`config.mk`:
```
export PLATFORM = sky130hd
export DESIGN_NAME = dac_bus_seq
export DESIGN_NICKNAME = d
export VERILOG_FILES = /design/src/rtl/dac_bus_seq.sv
export SDC_FILE = /design/constraint.sdc
export NUM_CORES = 1
export LEC_CHECK = 0
export CORE_UTILIZATION = 44
export DETAILED_ROUTE_END_ITERATION = 10
export MAX_ROUTING_LAYER = met4
export PLACE_DENSITY = 0.7
export SYNTH_ARGS = -nofsm -noshare
export SYNTH_HDL_FRONTEND = slang
export SYNTH_SLANG_ARGS = --single-unit
```
`constraint.sdc`:
```
create_clock -name clk -period 8.27 [get_ports clk]
set_input_delay 1.654 -clock clk [delete_from_list [all_inputs] [get_ports clk]]
set_output_delay 1.654 -clock clk [all_outputs]
set_load 0.01 [all_outputs]
```
`src/rtl/dac_bus_seq.sv`:
```
module dac_bus_seq #(
  parameter int CLK_PERIOD_NS = 4,
  parameter int DW = 12,
  parameter int AW = 2,
  parameter int WR_CS_NS = 50,
  parameter int RD_CS_NS = 200,
  parameter int RD_VALID_NS = 160,
  parameter int RNW_SETUP_NS = 10,
  parameter int RNW_HOLD_NS = 10,
  parameter int WR_SETUP_NS = 0,
  parameter int WR_HOLD_NS = 0,
  parameter int RELEASE_NS = 100,
  parameter int LD_DELAY_NS = 10,
  parameter int LD_WIDTH_NS = 50,
  parameter int CLR_WIDTH_NS = 50
) (
  input  logic          clk,
  input  logic          rst_n,
  input  logic [1:0]    op,
  input  logic [AW-1:0] ch,
  input  logic [DW-1:0] wdata,
  input  logic          start,
  output logic          busy,
  output logic          done,
  output logic [DW-1:0] rdata,
  output logic [AW-1:0] bus_addr,
  output logic          bus_rnw,
  output logic          bus_cs_n,
  output logic [DW-1:0] bus_dout,
  output logic          bus_oe,
  input  logic [DW-1:0] bus_din,
  output logic          bus_ld_n,
  output logic          bus_clr_n
);

  function automatic int cyc(input int ns);
    int c;
    c = (ns + CLK_PERIOD_NS - 1) / CLK_PERIOD_NS;
    return (c < 1) ? 1 : c;
  endfunction

  localparam int T_WCS = cyc(WR_CS_NS);
  localparam int T_RCS = cyc(RD_CS_NS);
  localparam int T_RDV = cyc(RD_VALID_NS);
  localparam int T_RWS = cyc(RNW_SETUP_NS);
  localparam int T_RWH = cyc(RNW_HOLD_NS);
  localparam int T_WS  = cyc(WR_SETUP_NS);
  localparam int T_WH  = cyc(WR_HOLD_NS);
  localparam int T_REL = cyc(RELEASE_NS);
  localparam int T_LD  = cyc(LD_DELAY_NS);
  localparam int T_LW  = cyc(LD_WIDTH_NS);
  localparam int T_CLR = cyc(CLR_WIDTH_NS);
  localparam int CW = 16;

  localparam logic [1:0] OP_WR = 2'b00, OP_WRLD = 2'b01, OP_RD = 2'b10, OP_CLR = 2'b11;

  typedef enum logic [2:0] {S_IDLE, S_WAIT, S_SETUP, S_CSLOW, S_HOLD, S_LDGAP, S_LDLOW, S_CLR} state_t;

  state_t st, st_nx;
  logic [CW-1:0] cnt, rel, len;
  logic [1:0] op_q;
  logic [AW-1:0] ch_q;
  logic [DW-1:0] wd_q;
  logic rd, last;

  assign rd = (op_q == OP_RD);

  always_comb begin
    case (st)
      S_SETUP: len = CW'(rd ? T_RWS : T_WS);
      S_CSLOW: len = CW'(rd ? T_RCS : T_WCS);
      S_HOLD:  len = CW'(rd ? T_RWH : T_WH);
      S_LDGAP: len = CW'(T_LD);
      S_LDLOW: len = CW'(T_LW);
      S_CLR:   len = CW'(T_CLR);
      default: len = CW'(1);
    endcase
  end

  assign last = (cnt == len - CW'(1));

  always_comb begin
    st_nx = st;
    case (st)
      S_IDLE:  if (start) st_nx = S_WAIT;
      S_WAIT:  if (op_q == OP_CLR) st_nx = S_CLR;
               else if (rd || rel == '0) st_nx = S_SETUP;
      S_SETUP: if (last) st_nx = S_CSLOW;
      S_CSLOW: if (last) st_nx = S_HOLD;
      S_HOLD:  if (last) st_nx = (op_q == OP_WRLD) ? S_LDGAP : S_IDLE;
      S_LDGAP: if (last) st_nx = S_LDLOW;
      S_LDLOW: if (last) st_nx = S_IDLE;
      S_CLR:   if (last) st_nx = S_IDLE;
      default: st_nx = S_IDLE;
    endcase
  end

  always_ff @(posedge clk or negedge rst_n) begin
    if (!rst_n) begin
      st <= S_IDLE;
      cnt <= '0;
      rel <= '0;
      done <= 1'b0;
      op_q <= OP_WR;
      ch_q <= '0;
      wd_q <= '0;
      rdata <= '0;
    end else begin
      st <= st_nx;
      cnt <= (st_nx != st) ? '0 : cnt + CW'(1);
      done <= (st != S_IDLE) && (st_nx == S_IDLE);
      if (st == S_IDLE && start) begin
        op_q <= op;
        ch_q <= ch;
        wd_q <= wdata;
      end
      if (st == S_CSLOW && rd && cnt == CW'(T_RDV - 1)) rdata <= bus_din;
      if (st == S_CSLOW && rd && last) rel <= CW'(T_REL);
      else if (rel != '0) rel <= rel - CW'(1);
    end
  end

  logic in_xfer;
  assign in_xfer   = (st == S_SETUP) || (st == S_CSLOW) || (st == S_HOLD);
  assign busy      = (st != S_IDLE);
  assign bus_addr  = ch_q;
  assign bus_dout  = wd_q;
  assign bus_cs_n  = (st != S_CSLOW);
  assign bus_rnw   = !(in_xfer && !rd);
  assign bus_oe    = in_xfer && !rd;
  assign bus_ld_n  = (st != S_LDLOW);
  assign bus_clr_n = (st != S_CLR);

endmodule


```
Word-level counts from Yosys, hierarchy flattened
Index checks and enable logic that the tools add are counted.
{"block": "op_classes", "n_eq_ne": 16, "add_sub_neg": 3, "reduce_logical": 19, "mux": 16}
{"cell": "16-bit two-way mux", "count": 3}
{"cell": "16-bit by 1-bit subtractor with 16-bit output (second input constant)", "count": 2}
{"cell": "3-bit two-way mux", "count": 9}
{"cell": "6-bit case mux with 4 select lines", "count": 1}
{"cell": "3-bit case mux with 7 select lines", "count": 1}
{"cell": "16-bit by 1-bit adder with 16-bit output (second input constant)", "count": 1}
{"cell": "16-bit == test", "count": 1}
{"cell": "16-bit by 6-bit == test with 1-bit output (second input constant)", "count": 1}
{"cell": "16-bit logical NOT", "count": 1}
{"cell": "16-bit nonzero test", "count": 1}
{"cell": "3-bit == test (second input constant)", "count": 4}
{"cell": "3-bit by 2-bit == test with 1-bit output (second input constant)", "count": 2}
{"cell": "1-bit logical AND", "count": 6}
{"cell": "3-bit logical NOT", "count": 2}
{"cell": "6-bit two-way mux", "count": 1}
{"cell": "3-bit inequality test (second input constant)", "count": 2}
{"cell": "2-bit == test (second input constant)", "count": 2}
{"cell": "2-bit OR reduction", "count": 2}
{"cell": "3-bit by 1-bit == test with 1-bit output (second input constant)", "count": 1}
{"cell": "1-bit logical OR", "count": 3}
{"cell": "3-bit by 2-bit inequality test with 1-bit output (second input constant)", "count": 1}
{"cell": "3-bit inequality test", "count": 1}
{"cell": "3-bit nonzero test", "count": 1}
{"cell": "2-bit by 1-bit == test with 1-bit output (second input constant)", "count": 1}
{"cell": "3 further kinds", "count": 4}
{"block": "word_totals", "reg_bits": 64, "out_inout_bits": 33, "in_bits": 31}

Longest topological paths before layout
Gate-level depths: netlist of the first run.
{"block": "depth", "depth_word": 9, "depth_mapped": 15, "ltp_nobuf": 12}

Least setup slack after synthesis of the first run
No wires, ideal clock.
{"block": "synth_timing", "path_type": "register to register", "from": "register st[1]", "to": "register st[2]", "synth_period_minus_slack_ns": 3.401, "t_arrival_ns": 3.269, "stages_incl_launch_ff": 15, "setup_time_ns": 0.131, "n_path_buf": 3, "t_required_ns": 8.139, "setup_slack_ns": 4.869, "path_cell_list": "dfrtp_1 -> buf_2 -> nand3b_1 -> or2_2 -> clkbuf_1 -> inv_1 -> ha_1 -> ha_1 -> ha_1 -> xor2_1 -> nand4_1 -> or4b_1 -> buf_2 -> o31a_1 -> or3_1"}
{"block": "synth_between", "elab_chain_len": 7, "word_cells_on_any_way": 19}
{"item": "start, declared", "line_no": "59", "source": "state_t st, st_nx;"}
{"item": "start signal, assigned", "line_no": "109", "source": "st <= st_nx;"}
{"item": "3-bit == test or 3-bit by 2-bit == test with 1-bit output (tied branches)", "line_no": "69, 84"}
{"item": "2-bit OR reduction (no source line)"}
{"item": "6-bit case mux with 4 select lines", "line_no": "69", "source": "case (st)"}
{"item": "16-bit by 1-bit subtractor with 16-bit output", "line_no": "80", "source": "assign last = (cnt == len - CW'(1));"}
{"item": "16-bit == test", "line_no": "80"}
{"item": "3-bit two-way mux (on tied branches)"}
{"item": "3-bit case mux with 7 select lines (*)", "line_no": "84", "source": "case (st)"}
{"item": "net st_nx[2]", "line_no": "59"}
Mark *: on every way through the listed nets, which the timed path passes. The rest lies on a longest branch.
A chain may end at the register's enable or synchronous reset.

Final worst setup path of the first run
{"block": "layout_timing", "from": "register st[2]", "to": "register rel[10]"}
{"block": "layout_between", "elab_chain_len": 7, "word_cells_on_any_way": 15}
{"item": "3-bit == test or 3-bit by 2-bit == test with 1-bit output (tied branches)", "line_no": "69"}
{"item": "2-bit OR reduction (no source line)"}
{"item": "6-bit case mux with 4 select lines", "line_no": "69"}
{"item": "16-bit by 1-bit subtractor with 16-bit output", "line_no": "80"}
{"item": "16-bit == test", "line_no": "80"}
{"item": "1-bit logical AND (*)", "line_no": "118", "source": "if (st == S_CSLOW && rd && last) rel <= CW'(T_REL);"}
{"item": "16-bit two-way mux or 2-bit nonzero test (tied branches)"}
{"item": "end signal, assigned", "line_no": "118"}
{"item": "end signal, assigned", "line_no": "119", "source": "else if (rel != '0) rel <= rel - CW'(1);"}
{"item": "end, declared", "line_no": "60", "source": "logic [CW-1:0] cnt, rel, len;"}
Mark *: on every way between the ends. The rest lies on a longest branch, timed or not.

==> results.txt, run 1 <==
Required @ worst endpoint: 8.44 ns
Synth top area cells: dfrtp_1, mux2_2, xnor2_1, nor3_1, xor2_1
Max VDD drop: 0.0001576 V
Avg Inst Size Synth: 10.51 um^2
Status: finished clean
Ys flop type: dfrtp_1
Switching power: 0.3653 mW
Min-Delay Path Depth: 1
Final Hold Vio Count: 0
Clock skew: 0.01040 ns
Top-count cell post-synth: dfrtp_1
# setup viols final: 0
Root buffer cell: clkbuf_8
Slew HR: 24.13%
Htree depth: 3
Core Util, Final: 57.68%
Multiplexer area fraction after synthesis: 10.57%
Pins over their slew limit: 0
Number of synthesized flops with an enable pin: 0
Internal: 0.7311 mW
Vias per Instance: 5.151
CTS Buf Count: 9
Setup repair bufs after CTS: 0
Register area share after synthesis: 49.00%
Vias in the first global route: 2310
IO buf count: 63
Starting Density: 45.30%
Synth area leader: dfrtp_1
Syn Std Cell Area: 0.003268 mm^2
Total track usage: 18.10%
Vert. Die Dim: 88.19 um
# nets final: 410
Synth top area share: 49.00%
Worst skew pair latency: 0.34 ns
Largest net degree at the start of global routing: 65
Max_cap viols: 0
Area Overhead vs Synth: 27.34%
Clock power share: 24.2%
Worst-path maximum fanout: 15
Ys async rst share: 100.0%
Simple-gate share of the synthesized area: 19.41%
Post-synthesis net count: 348
Post-Synthesis Cells: 311
Final wirelength: 6348 um
Post-place setup slack: 4.290 ns
Unrepaired setup endpoints after global routing: no
Register share of total power: 42.0%
CTS resizes: 0
Dpl hpwl: 4489 um
Final WS setup: 4.275 ns
First-pass GRT wire length: 10450 um
CTS sink count: 64
Reg clk slew, reported paths: 0.07 ns
Slew @ Worst Pin: 1.129 ns
Power Density: 263.5 mW/mm^2
Layout cells sized above 1: 14.02%
Final Wtd Congestion: 0.8279
IO Pins: 64
Reg2Reg Depth: 11
Hold Crit Class: register to register
Part of the cycle the worst path needs: 48.31%
CTS tree: built
Vias: 2457
Leakage: 1.683 nW
Die width: 88.19 um
Grt peak-use layer: met2
Top post-synthesis cells by count: dfrtp_1, mux2_2, nor2_1
Synthesized flop and latch total: 64
Initial antenna violation count: 0
Row Count: 31
Clock buffer depth: 2
# diodes: 0
Power consumption: 1.096 mW
Worst setup EP type: register
Xor/xnor cell area share of the yosys netlist: 7.772%
Critical path class: register to register
Hold_buf cts: 0
Setup TNS: 0 ns
Post-Synth Adder-Cell Area: 2.297%
Residual DRC: 0
Core area: 0.007214 mm^2
Compound-gate portion of the synthesized area: 7.542%
Crit path DAT: 4.17 ns
Fmax: 0.2503 GHz
Number of DRC markers in iteration 0: 82
Routed Antenna Nets: 0
Gr ovfl total: 0
Sw Share: 33.32%
Gate power share: 33.8%
Initial DRT Pass Iterations: 4
CP startpoint kind: register
Shortest period the worst path allows: 3.995 ns
M2 GR Usage: 28.39%
GRT met1 Usage: 22.88%
Met3 usage: 4.713%
Total die area: 0.007777 mm^2
Distinct cells, synth: 49
Wire per inst: 13.31 um
YS warnings: 0
Largest family of logic cells by synthesized area: simple AND/OR/NAND/NOR gates
[path summary, 6_finish.rpt]
kind | from | to | slack (ns)
setup / recovery | st[2] | rel[10] | 4.27
hold / removal | rdata[10] | rdata[10] | 0.51
setup reg to reg | st[2] | rel[10] | 4.27
hold reg to reg | rdata[10] | rdata[10] | 0.51
max in group asynchronous | rst_n | op_q[1] | 6.26
min in group asynchronous | rst_n | rel[12] | 1.48
[per-stage QoR]
step	hold slack [ns]	instance area (um^2)	cells
final	0.5055	4161	477
after global routing	0.5235	4161	477
after CTS	0.5112	4161	477
after detailed placement	0.4939	3964	461
after global placement	0.4888	3964	461
after floorplan	0.4861	3268	311
[cell type report]
| class | instances | area (um^2) |
|---|---|---|
| Fill cell | 641 | 3053 |
| Sequential cell | 64 | 1602 |
| Multi-Input combinational cell | 223 | 1564 |
| Timing Repair Buffer | 64 | 633.1 |
| Clock buffer | 11 | 141.4 |
| Tap cell | 99 | 123.9 |
| Clock inverter | 5 | 56.30 |
| Inverter | 11 | 41.29 |
[power by group through the flow]
| stage | logic, mW | clock network, mW | registers [mW] |
|---|---|---|---|
| after floorplan | 0.225 | 0 | 0.453 |
| after detailed placement | 0.374 | 0 | 0.466 |
| final | 0.371 | 0.265 | 0.461 |
| after global placement | 0.370 | 0 | 0.462 |
| after global routing | 0.407 | 0.288 | 0.474 |
| after CTS | 0.376 | 0.275 | 0.461 |
[worst max-delay path: stages, from the launching register on]
cell and delay, ns:
dfrtp_1 0.53, nand3b_1 0.31, or2_2 0.41, inv_1 0.08, ha_1 0.18, ha_1 0.16, ha_1 0.23, xor2_1 0.13
nand4_1 0.11, or4b_1 0.67, nor4_2 0.89, nor2_1 0.13
[layer usage]
layer  vias up  wire length (um)
met5         -                 0
met2        53              3115
met4         0                45
met1      1175              2925
met3         6               262
li1       1223                 -
[logic make-up (layout without fill, tap and decap cells)]
family,Yosys count,count (layout)
and+or+nand+nor,118,118
DFF,64,64
AOI/OAI and AO/OA,38,38
muxes,31,31
xor gates and xnor gates,29,29
buffers and inverters,24,91
adders and majority gates,6,6
other,1,1
[registers in the layout (all words and copies together), names as in the netlist]
register / flops
bus_addr: 2
op_q: 2
cnt: 16
st: 3
bus_dout: 12
done: 1
rdata: 12
rel: 16
[cells in the final DEF, fill, tap and decap left out, types with 2 or more instances in the layout]
master and n:
a211oi_1 3, a21oi_1 11, and3_1 7, clkbuf_8 10, clkdlybuf4s50_1 62, clkinv_2 2, dfrtp_1 64, ha_1 6
inv_1 10, mux2_2 28, mux2i_1 3, nand2_1 11, nand2b_1 3, nand3_1 11, nand4_1 3, nor2_1 28
nor2b_1 5, nor3_1 25, nor4_1 5, nor4_2 2, o21ai_0 9, o311a_1 2, o31a_1 2, o31ai_1 2
or2_2 2, or3_1 6, xnor2_1 16, xor2_1 13
Note: power is estimated with default switching activity, not from simulation.
==> run 2, diff against run 1 <==
clock period = 3.8 ns   (was 8.27 ns; I/O delays follow)
==> results.txt, run 2 (synthesized netlist as in run 1, its figures left out) <==
Crit Reg-Reg Startpoint: st[0]
Gate power share: 31.3%
Most frequent cells in the layout: dfrtp_1, clkdlybuf4s50_1, nor2_1, mux2_2, nor3_1
Worst setup EP type: register
Final Wtd Congestion: 0.8252
Sw Share: 30.56%
# diodes: 0
Shortest period the worst path allows: 3.522 ns
# nets final: 413
Clock buffer depth: 2
Reg2reg end: st[2]
Reg2Reg Depth: 11
Vias: 2542
Core area: 0.007214 mm^2
Largest net degree at the start of global routing: 34
Initial antenna violation count: 0
Crit path DAT: 3.73 ns
# setup viols final: 0
Unrepaired setup endpoints after global routing: no
Max_cap viols: 0
Hold Slack: 0.4626 ns
Row Count: 31
Fmax: 0.2839 GHz
Setup repair bufs after CTS: 0
Critical path class: register to register
Wire per inst: 14.04 um
Total track usage: 19.65%
Initial DRT Pass Iterations: 4
Max VDD drop: 0.0004233 V
Dpl hpwl: 4755 um
Die width: 88.19 um
Reg2Reg Setup Slack: 0.28 ns
Leakage: 1.743 nW
Total die area: 0.007777 mm^2
Power consumption: 2.663 mW
Hold_buf cts: 0
Worst-path maximum fanout: 11
CTS sink count: 64
Most common cell after layout, fill and taps aside: dfrtp_1
First-pass GRT wire length: 11300 um
Post-place setup slack: 0.2892 ns
IO Pins: 64
Final WS setup: 0.2782 ns
Vias in the first global route: 2541
Status: finished clean
Largest registers: cnt: 16 flops, rel: 16 flops
Clock skew: 0.008372 ns
Routed Antenna Nets: 0
Vias per Instance: 5.296
Residual DRC: 0
Register share of total power: 37.1%
Clock power share: 31.7%
Gr ovfl total: 0
Area Overhead vs Synth: 30.90%
Final wirelength: 6738 um
CP startpoint kind: register
Root buffer cell: clkbuf_8
Critical path launch point: st[0]
IO buf count: 63
Hold Crit Class: primary input to async pin
Slew @ Worst Pin: 0.9038 ns
Number of DRC markers in iteration 0: 96
CTS resizes: 0
Setup TNS: 0 ns
CTS Buf Count: 9
Pins over their slew limit: 0
Starting Density: 45.30%
Part of the cycle the worst path needs: 92.68%
Required @ worst endpoint: 4.01 ns
Switching power: 0.8137 mW
Layout cells sized above 1: 14.96%
Vert. Die Dim: 88.19 um
Final Hold Vio Count: 0
Reg clk slew, reported paths: 0.07 ns
Htree depth: 3
Worst skew pair latency: 0.34 ns
Internal: 1.849 mW
CTS tree: built
Slew HR: 39.42%
Power Density: 622.4 mW/mm^2
run 2: critical path: stages, from the launching register on:
cell      delay, ns
dfrtp_1        0.52
nand3b_1       0.21
or2_2          0.41
inv_1          0.09
ha_1           0.19
ha_1           0.16
ha_1           0.23
xor2_1         0.14
nand4_1        0.12
or4b_1         0.67
o31a_1         0.30
or3_1          0.38
run 2: layout make-up:
class,instances,area [um^2]
well taps,99,123.9
repair buffers,67,655.6
clock inverters,7,167.7
fillers,638,2937
clock buffers,9,123.9
flip-flops and latches,64,1602
inverters,11,41.29
multi-input cells,223,1564
run 2: per-layer routing:
layer  GRT usage, %  share of wire, %  vias to the layer above
li1               -                 -                     1231
met1          23.06                46                     1246
met2          32.94                50                       60
met3          4.713               4.0                        5
met4          6.745              0.43                        0
met5              -                 0                        -
run 2: power by group through the flow:
stage | Clock (mW) | Sequential, mW | Combinational (mW)
4_1_cts | 0.864 | 0.988 | 0.839
3_5_place_dp | 0 | 0.999 | 0.834
2_1_floorplan | 0 | 0.986 | 0.490
3_3_place_gp | 0 | 0.992 | 0.823
5_1_grt | 0.891 | 1.01 | 0.912
6_report | 0.843 | 0.987 | 0.832
run 2: worst max-delay path by stage:
stage / slack (ns) / endpoint
3_3_place_gp: 0.42 / st[2]
2_1_floorplan: 0.40 / st[2]
6_report: 0.28 / st[2]
3_5_place_dp: 0.29 / st[2]
4_1_cts: 0.27 / st[2]
5_1_grt: 0.06 / st[2]
run 2: stage by stage:
stage | instances | area [um^2] | utilization [%]
floorplan | 311 | 3268 | -
global placement | 464 | 3986 | 55.25
detailed placement | 464 | 3986 | 55.25
CTS | 480 | 4278 | 59.30
global route | 480 | 4278 | 59.30
finish | 480 | 4278 | 59.30
